File: config.mk
export PLATFORM = sky130hd
export DESIGN_NAME = audio_serial_rx
export DESIGN_NICKNAME = d
export VERILOG_FILES = /design/src/rtl/aud_rx_pkg.sv /design/src/rtl/aud_sync.sv /design/src/rtl/aud_deser.sv /design/src/rtl/aud_frame_chk.sv /design/src/rtl/audio_serial_rx.sv
export SDC_FILE = /design/constraint.sdc
export NUM_CORES = 1
export LEC_CHECK = 0
export CORE_MARGIN = 5
export CORE_UTILIZATION = 63
export CTS_CLUSTER_DIAMETER = 120
export DETAILED_ROUTE_END_ITERATION = 8
export DONT_BUFFER_PORTS = 1
export GPL_TIMING_DRIVEN = 0
export HOLD_SLACK_MARGIN = 0.03
export PLACE_DENSITY_LB_ADDON = 0.12
export SETUP_SLACK_MARGIN = 0.2
export SYNTH_ARGS = -nofsm -noshare
export SYNTH_HDL_FRONTEND = slang
export SYNTH_HIERARCHICAL = 1
export SYNTH_SLANG_ARGS = --single-unit
File: constraint.sdc
create_clock -name clk -period 4.27 [get_ports clk]
set_input_delay 0.854 -clock clk [delete_from_list [all_inputs] [get_ports clk]]
set_output_delay 0.854 -clock clk [all_outputs]
set_load 0.01 [all_outputs]
File: src/rtl/aud_rx_pkg.sv
package aud_rx_pkg;

    localparam int SAMPLE_W = 24;
    localparam int CNT_W    = 6;

    typedef enum logic [2:0] {
        FMT_MSB   = 3'd0,
        FMT_DLY   = 3'd1,
        FMT_LSB16 = 3'd2,
        FMT_LSB24 = 3'd3,
        FMT_LSB20 = 3'd4,
        FMT_LSB18 = 3'd5
    } fmt_e;

    typedef struct packed {
        logic [SAMPLE_W-1:0] data;
        logic                chan;
    } smp_t;

    function automatic logic is_lsb_fmt(fmt_e f);
        return (f == FMT_LSB16) || (f == FMT_LSB24) ||
               (f == FMT_LSB20) || (f == FMT_LSB18);
    endfunction

    function automatic int word_len(fmt_e f);
        case (f)
            FMT_LSB16: return 16;
            FMT_LSB20: return 20;
            FMT_LSB18: return 18;
            default:   return 24;
        endcase
    endfunction

    function automatic int half_min(fmt_e f);
        case (f)
            FMT_DLY:   return 25;
            FMT_LSB16: return 16;
            FMT_LSB20: return 20;
            FMT_LSB18: return 18;
            default:   return 24;
        endcase
    endfunction

    // Left channel: word clock low for the delayed format, high otherwise.
    function automatic logic chan_of(fmt_e f, logic level);
        return (f == FMT_DLY) ? level : ~level;
    endfunction

    function automatic logic [SAMPLE_W-1:0] sext(logic [SAMPLE_W-1:0] v, int w);
        logic [SAMPLE_W-1:0] r;
        for (int i = 0; i < SAMPLE_W; i++)
            r[i] = (i < w) ? v[i] : v[w-1];
        return r;
    endfunction

    function automatic logic [SAMPLE_W-1:0] place_bit(
        logic [SAMPLE_W-1:0] acc, int idx, logic b, fmt_e f);
        logic [SAMPLE_W-1:0] r;
        int                  off;
        r   = acc;
        off = (f == FMT_DLY) ? 1 : 0;
        if (idx >= off && idx < off + SAMPLE_W)
            r[SAMPLE_W-1-(idx-off)] = b;
        return r;
    endfunction

endpackage

File: src/rtl/aud_sync.sv
module aud_sync #(
    parameter int WIDTH  = 3,
    parameter int STAGES = 2
) (
    input  logic             clk,
    input  logic             rst,
    input  logic [WIDTH-1:0] d_i,
    output logic [WIDTH-1:0] q_o
);
    logic [WIDTH-1:0] chain [STAGES];

    generate
        for (genvar s = 0; s < STAGES; s++) begin : g_stage
            always_ff @(posedge clk) begin
                if (rst)
                    chain[s] <= '0;
                else if (s == 0)
                    chain[s] <= d_i;
                else
                    chain[s] <= chain[(s == 0) ? 0 : s-1];
            end
        end
    endgenerate

    assign q_o = chain[STAGES-1];
endmodule

File: src/rtl/aud_deser.sv
module aud_deser
    import aud_rx_pkg::*;
(
    input  logic                clk,
    input  logic                rst,
    input  logic                bit_stb_i,
    input  logic                wclk_i,
    input  logic                sd_i,
    input  fmt_e                fmt_i,
    output logic                done_o,
    output logic                level_o,
    output logic [CNT_W-1:0]    half_cnt_o,
    output logic [SAMPLE_W-1:0] word_o
);
    logic [SAMPLE_W-1:0] acc;
    logic [SAMPLE_W-1:0] sh;
    logic [CNT_W-1:0]    cnt;
    logic                prev_w;
    logic                primed;
    logic                started;
    logic                change;
    logic [SAMPLE_W-1:0] sh_next;

    assign change  = primed && (wclk_i != prev_w);
    assign sh_next = {sh[SAMPLE_W-2:0], sd_i};

    always_ff @(posedge clk) begin
        if (rst) begin
            acc        <= '0;
            sh         <= '0;
            cnt        <= '0;
            prev_w     <= 1'b0;
            primed     <= 1'b0;
            started    <= 1'b0;
            done_o     <= 1'b0;
            level_o    <= 1'b0;
            half_cnt_o <= '0;
            word_o     <= '0;
        end else begin
            done_o <= 1'b0;
            if (bit_stb_i) begin
                primed <= 1'b1;
                prev_w <= wclk_i;
                sh     <= sh_next;
                if (change) begin
                    done_o     <= started;
                    started    <= 1'b1;
                    level_o    <= prev_w;
                    half_cnt_o <= cnt;
                    word_o     <= is_lsb_fmt(fmt_i) ? sext(sh, word_len(fmt_i)) : acc;
                    acc        <= place_bit('0, 0, sd_i, fmt_i);
                    cnt        <= CNT_W'(1);
                end else begin
                    acc <= place_bit(acc, int'(cnt), sd_i, fmt_i);
                    if (cnt != '1)
                        cnt <= cnt + 1'b1;
                end
            end
        end
    end
endmodule

File: src/rtl/aud_frame_chk.sv
module aud_frame_chk
    import aud_rx_pkg::*;
(
    input  fmt_e             fmt_i,
    input  logic [CNT_W-1:0] half_cnt_i,
    output logic             short_o
);
    always_comb short_o = int'(half_cnt_i) < half_min(fmt_i);
endmodule

File: src/rtl/audio_serial_rx.sv
module audio_serial_rx
    import aud_rx_pkg::*;
(
    input  logic                clk,
    input  logic                rst,
    input  logic [2:0]          fmt_i,
    input  logic                bclk_i,
    input  logic                wclk_i,
    input  logic                sdata_i,
    output logic [SAMPLE_W-1:0] sample_o,
    output logic                chan_o,
    output logic                valid_o,
    output logic                frame_err_o
);
    fmt_e                fmt;
    logic [2:0]          sync_q;
    logic                bclk_prev;
    logic                bit_stb;
    logic                done;
    logic                level;
    logic [CNT_W-1:0]    half_cnt;
    logic [SAMPLE_W-1:0] word;
    logic                short_half;
    smp_t                nxt;

    assign fmt = fmt_e'(fmt_i);

    aud_sync #(.WIDTH(3), .STAGES(2)) u_sync (
        .clk (clk),
        .rst (rst),
        .d_i ({bclk_i, wclk_i, sdata_i}),
        .q_o (sync_q)
    );

    always_ff @(posedge clk) begin
        if (rst) bclk_prev <= 1'b0;
        else     bclk_prev <= sync_q[2];
    end

    assign bit_stb = sync_q[2] & ~bclk_prev;

    aud_deser u_deser (
        .clk        (clk),
        .rst        (rst),
        .bit_stb_i  (bit_stb),
        .wclk_i     (sync_q[1]),
        .sd_i       (sync_q[0]),
        .fmt_i      (fmt),
        .done_o     (done),
        .level_o    (level),
        .half_cnt_o (half_cnt),
        .word_o     (word)
    );

    aud_frame_chk u_frame (
        .fmt_i      (fmt),
        .half_cnt_i (half_cnt),
        .short_o    (short_half)
    );

    assign nxt.data = word;
    assign nxt.chan = chan_of(fmt, level);

    always_ff @(posedge clk) begin
        if (rst) begin
            valid_o     <= 1'b0;
            frame_err_o <= 1'b0;
            sample_o    <= '0;
            chan_o      <= 1'b0;
        end else begin
            valid_o     <= done & ~short_half;
            frame_err_o <= done &  short_half;
            if (done && !short_half) begin
                sample_o <= nxt.data;
                chan_o   <= nxt.chan;
            end
        end
    end
endmodule

==> results.sh, run 1 <==
export IMPL_maxCapViolations=0
export IMPL_avgViaCountPerCell=6.10
export IMPL_io_buffer_count=0
export IMPL_ff_latch_area_um2=2460
export IMPL_clk_path_buf_depth=2
export IMPL_multi_input_area_um2=2810
export IMPL_finalWorstSetupSlack_ps=467
export IMPL_critPathBufInv=3
export IMPL_p_leak_uw=0.00222
export IMPL_start_kind="input port"
export IMPL_synth_avg_cell_area_um2=8.90
export IMPL_async_reset_ff_share_pct=0
export IMPL_yosys_top_cells_count="dfxtp_1, nand2_1, nor2_1, mux2i_1, a21oi_1"
export IMPL_wl_met3_um=899
export IMPL_cp_max_fo=10
export IMPL_cts_root_buffer="clkbuf_8"
export IMPL_fp_row_count=34
export IMPL_ys_warnings_count=6
export IMPL_grt_usage_pct=25.6
export IMPL_timing_setup_tns_ps=0
export IMPL_yosys_cell_types_count=61
export IMPL_final_util_pct=72.5
export IMPL_synthCells=620
export IMPL_vias=4633
export IMPL_cts_setup_buffers=0
export IMPL_drc=0
export IMPL_htreeDepth=4
export IMPL_ios=35
export IMPL_drive_above_1_share_pct=9.66
export IMPL_highest_layer="met4"
export IMPL_cts_resized=0
export IMPL_dr_pass1_iters=5
export IMPL_coreArea_um2=8640
export IMPL_cp_top_family="simple AND/OR/NAND/NOR gates"
export IMPL_grt_max_degree=17
export IMPL_fillers=661
export IMPL_wl_um=13600
export IMPL_fp_dieW_um=104
export IMPL_cts_made_buffers=17
export IMPL_gp_congestion=0.889
export IMPL_outcome="finished clean"
export IMPL_antenna_diode_count=0
export IMPL_synth_yosys_seq_area_share_pct=44.6
export IMPL_clock_skew_ps=6.88
export IMPL_rsz0062_at_grt="yes"
export IMPL_fp_dieH_um=104
export IMPL_worst_path_most_repeated_cell="ha_1"
export IMPL_critPathMaxStageDelay_ps=410
export IMPL_yosys_area_top_type_share_pct=44.6
export IMPL_crit_required_ps=4720
export IMPL_finalHoldViolations=0
export IMPL_finalSetupViolations=0
export IMPL_routedWlPerCell_um=17.9
export IMPL_synth_area_leader_cell="dfxtp_1"
export IMPL_crit_type="in2reg"
export IMPL_drt_iter0_markers=303
export IMPL_netlist_area_um2=5520
export IMPL_worstMarginPinSlew_ps=863
export IMPL_yosysMostFrequentCell="dfxtp_1"
export IMPL_drtAntennaViolNets=0
export IMPL_cts_num_sinks=123
export IMPL_grt_remaining_overflow=0
export IMPL_maxSlewHeadroom_pct=42.5
export IMPL_synth_main_ff_cell="dfxtp_1"
export IMPL_dp_hpwl_um=9660
export IMPL_grt_pass1_vias=4456
export IMPL_maxSlewViolCount=0
export IMPL_fin_crit_sh_pct=89.1
export IMPL_start_util_pct=63.9
export IMPL_fin_nets=656
export IMPL_antenna_found_initial=0
export IMPL_cts_tree="built"
export IMPL_syn_nets=637
export IMPL_areaGrowthSynthToFinish_pct=13.4
export IMPL_dieArea_um2=10700
export IMPL_powerDensity_nw_per_um2=440
export IMPL_period_minus_slack_ps=3800
export IMPL_clock_fmax_ghz=0.263
export IMPL_clk_pin_slew_worst_paths_ps=60
export IMPL_wl_met2_um=6560
export IMPL_synth_area_top_cells="dfxtp_1, mux2i_1, nand2_1"
export IMPL_post_place_ws_ps=27.6
export IMPL_hp_class="in2reg"
export IMPL_synth_seq_cells=123
export IMPL_grt_first_pass_wirelength_um=22300
export IMPL_synth_edf_count=0
export IMPL_clk_latency_ps=510
export IMPL_cp_slowest_cell="or3_1"
export IMPL_peakVddDrop_uv=253
export IMPL_wl_met1_um=5870
export IMPL_arrival_ps=4250
export IMPL_crit_chain="clkbuf_1 -> nor2_1 -> ha_1 -> ha_1 -> buf_2 -> nand2b_1 -> nor2_1 -> xor2_1 -> ha_1 -> nand4b_1 -> o211ai_1 -> a32oi_1 -> or3_1 -> buf_2 -> or3_1 -> nand3_1"
export IMPL_endpoint_kind="flop"
[cell type report]
cell class / instances / share of cell area [%]
Multi-Input combinational cell: 446 / 44.9
Sequential cell: 123 / 39.4
Clock buffer: 18 / 6.68
Buffer: 41 / 3.38
Clock inverter: 14 / 2.98
Tap cell: 108 / 2.16
Inverter: 10 / 0.600
[cells by family (layout without fill, tap and decap cells)]
kind of cell             Yosys count  after routing  synth area share [%]
AND/OR/NAND/NOR                  245            245                  20.1
AO/OA/AOI/OAI                    132            132                  18.1
flip-flops                       123            123                  44.6
buffers and inverters             51             83                  4.51
multiplexers                      50             50                  9.07
XOR/XNOR                          10             10                  1.59
adder cells (fa/ha/maj)            9              9                  2.04
[worst reg2reg max path, delay by kind of cell, from the launching register on]
| family | cells | cell delay, ps |
|---|---|---|
| buffers and inverters | 3 | 440 |
| xor gates and xnor gates | 1 | 210 |
| and+or+nand+nor | 6 | 1260 |
| DFF | 1 | 420 |
| adders and majority gates | 3 | 750 |
| AOI/OAI and AO/OA | 2 | 330 |
[cell usage in the layout, fill, tap and decap left out, types with 6 or more instances in the layout]
master	n
a211oi_1	18
a21oi_1	31
a21oi_2	11
a32o_1	16
buf_1	6
buf_6	6
clkbuf_1	24
clkbuf_16	16
dfxtp_1	123
ha_1	9
inv_1	10
mux2i_1	50
nand2_1	102
nand2b_1	7
nand3_1	13
nor2_1	73
nor2b_1	15
o211ai_1	9
o21ai_0	10
or3_1	6
[repair_timing]
action | CTS | global route
setup endpoints to repair | 0 | 1
endpoints found under the hold margin | 0 | 0
hold buffers | 0 | 0
[power by group]
group / total (uW) / switching [uW] / internal (uW)
Combinational: 147 / 99.7 / 47.0
Sequential: 1160 / 4.16 / 1150
Clock: 1450 / 547 / 905
Total: 2760 / 651 / 2110
[path summary, 6_finish.rpt]
kind	slack (ps)	end	startpoint	cells past startpoint
worst min-delay path	410	u_sync/chain[0][0]$_SDFF_PP0_	rst	1
worst max-delay path	470	u_deser/acc[2]$_SDFFE_PP0P_	fmt_i[2]	16
worst max register to register	820	u_deser/acc[2]$_SDFFE_PP0P_	u_deser/cnt[0]$_SDFFE_PP0P_	15
worst min register to register	430	u_sync/chain[1][0]$_SDFF_PP0_	u_sync/chain[0][0]$_SDFF_PP0_	1
[through the flow]
step,cell area (um^2),total power [uW],instances,hold slack [ps]
finish,6260,2760,760,407
global route,6260,2850,760,383
CTS,6260,2770,760,388
detailed placement,5650,1320,728,424
global placement,5650,1320,728,416
floorplan,5520,1290,620,414
[metal layers]
| metal | up-vias | track usage (%) |
|---|---|---|
| li1 | 2234 | - |
| met1 | 2215 | 33.0 |
| met2 | 165 | 41.1 |
| met3 | 19 | 6.16 |
| met4 | 0 | 10.1 |
| met5 | - | 0 |
[state kept, by name, summed over array words and instances (netlist names), 6 cells and up]
register and count:
sample_o 24, u_deser/sh 24, u_deser/cnt 6, u_deser/acc 24, u_sync/chain 6, u_deser/half_cnt_o 6, u_deser/word_o 24
(Power assumes the default switching activity.)
==> inputs of run 2 (changes only) <==
--- a/config.mk
+++ b/config.mk
@@ -12,7 +12,7 @@
 export DONT_BUFFER_PORTS = 1
 export GPL_TIMING_DRIVEN = 0
 export HOLD_SLACK_MARGIN = 0.03
-export PLACE_DENSITY_LB_ADDON = 0.12
+export PLACE_DENSITY = 0.79
 export SETUP_SLACK_MARGIN = 0.2
 export SYNTH_ARGS = -nofsm -noshare
 export SYNTH_HDL_FRONTEND = slang
==> results.sh, run 2 (synthesized netlist as in run 1, its figures left out) <==
export IMPL_cp_top_family="simple AND/OR/NAND/NOR gates"
export IMPL_clk_pin_slew_worst_paths_ps=60
export IMPL_dr_pass1_iters=6
export IMPL_clock_fmax_ghz=0.262
export IMPL_post_place_ws_ps=35.3
export IMPL_maxSlewHeadroom_pct=38.6
export IMPL_reg2reg_slack_ps=820
export IMPL_htreeDepth=4
export IMPL_outcome="finished clean"
export IMPL_wl_um=13700
export IMPL_clk_latency_ps=520
export IMPL_fp_dieW_um=104
export IMPL_r2r_worst_path_cells=15
export IMPL_cts_tree="built"
export IMPL_critPathBufInv=3
export IMPL_critPathMaxStageDelay_ps=410
export IMPL_timing_setup_tns_ps=0
export IMPL_finalHoldViolations=0
export IMPL_fillers=646
export IMPL_fp_row_count=34
export IMPL_areaGrowthSynthToFinish_pct=13.4
export IMPL_grt_first_pass_wirelength_um=22400
export IMPL_drc=0
export IMPL_clk_path_buf_depth=2
export IMPL_arrival_ps=4270
export IMPL_antenna_diode_count=0
export IMPL_rsz0062_at_grt="no"
export IMPL_avgViaCountPerCell=6.13
export IMPL_clock_skew_ps=12.3
export IMPL_p_leak_uw=0.00222
export IMPL_finalWorstSetupSlack_ps=449
export IMPL_dieArea_um2=10700
export IMPL_cp_max_fo=10
export IMPL_cts_resized=0
export IMPL_gp_congestion=0.897
export IMPL_io_buffer_count=0
export IMPL_power_uw=2740
export IMPL_fin_nets=656
export IMPL_endpoint_kind="flop"
export IMPL_powerDensity_nw_per_um2=439
export IMPL_drt_iter0_markers=347
export IMPL_grt_remaining_overflow=0
export IMPL_cp_depth=16
export IMPL_maxSlewViolCount=0
export IMPL_cts_made_buffers=17
export IMPL_crit_required_ps=4720
export IMPL_grt_max_degree=17
export IMPL_drive_above_1_share_pct=9.66
export IMPL_worst_path_most_repeated_cell="ha_1"
export IMPL_cts_root_buffer="clkbuf_8"
export IMPL_routedWlPerCell_um=18.0
export IMPL_cts_setup_buffers=0
export IMPL_worstMarginPinSlew_ps=921
export IMPL_hp_class="in2reg"
export IMPL_mostFrequentLayoutCells="dfxtp_1, nand2_1, nor2_1"
export IMPL_fp_dieH_um=104
export IMPL_start_kind="input port"
export IMPL_peakVddDrop_uv=304
export IMPL_cp_slowest_cell="or3_1"
export IMPL_start_util_pct=63.9
export IMPL_hold_buffers=0
export IMPL_whs_path_depth=1
export IMPL_maxCapViolations=0
export IMPL_vias=4662
export IMPL_antenna_found_initial=0
export IMPL_grt_usage_pct=25.7
export IMPL_finalSetupViolations=0
export IMPL_coreArea_um2=8640
export IMPL_cts_num_sinks=123
export IMPL_grt_pass1_vias=4473
export IMPL_dp_hpwl_um=9490
export IMPL_fin_crit_sh_pct=89.5
export IMPL_ios=35
export IMPL_crit_chain="clkbuf_1 -> nor2_1 -> ha_1 -> ha_1 -> buf_2 -> nand2b_1 -> nor2_1 -> xor2_1 -> ha_1 -> nand4b_1 -> o211ai_1 -> a32oi_1 -> or3_1 -> buf_2 -> or3_1 -> nand3_1"
export IMPL_period_minus_slack_ps=3820
export IMPL_mostFrequentLayoutCell="dfxtp_1"
export IMPL_crit_type="in2reg"
export IMPL_drtAntennaViolNets=0
## run 2: metrics by stage
stage	hold slack [ps]	util [%]	area, um^2	std cells
floorplan	414	-	5520	620
global placement	416	65.5	5650	728
detailed placement	431	65.5	5650	728
CTS	380	72.4	6260	760
global route	387	72.4	6260	760
finish	401	72.4	6260	760
## run 2: final cells by class
cell class,count,area [um^2],share of cell area (%)
Multi-Input combinational cell,446,2810,44.9
Sequential cell,123,2460,39.4
Clock buffer,18,418,6.68
Buffer,41,211,3.38
Clock inverter,14,185,2.96
Tap cell,108,135,2.16
Inverter,10,37.5,0.600
## run 2: worst reg2reg max path: stages, from the launching register on
cell      delay (ps)
dfxtp_1          430
inv_1             70
ha_1             260
ha_1             210
buf_2            180
nand2b_1         180
nor2_1            70
xor2_1           200
ha_1             300
nand4b_1         130
o211ai_1         160
a32oi_1          160
or3_1            410
buf_2            170
or3_1            360
nand3_1           90
## run 2: report_power, final
group | internal (uW) | switching [uW] | total, uW
registers | 1150 | 4.28 | 1160
clock network | 901 | 541 | 1440
logic | 47.0 | 97.9 | 145
## run 2: routing by layer
| metal | part of all wire (%) | global-route usage [%] | wire length [um] | vias to the layer above |
|---|---|---|---|---|
| li1 | - | - | - | 2244 |
| met1 | 42 | 32.9 | 5790 | 2200 |
| met2 | 48 | 41.1 | 6490 | 185 |
| met3 | 7.5 | 6.53 | 1030 | 33 |
| met4 | 2.5 | 10.8 | 345 | 0 |
| met5 | 0 | 0 | 0 | - |
## run 2: path summary, 6_finish.rpt
| path | end | startpoint |
|---|---|---|
| worst max-delay path | u_deser/acc[2]$_SDFFE_PP0P_ | fmt_i[2] |
| worst min-delay path | u_sync/chain[0][0]$_SDFF_PP0_ | rst |
| worst max register to register | u_deser/acc[2]$_SDFFE_PP0P_ | u_deser/cnt[0]$_SDFFE_PP0P_ |
| worst min register to register | u_sync/chain[1][0]$_SDFF_PP0_ | u_sync/chain[0][0]$_SDFF_PP0_ |
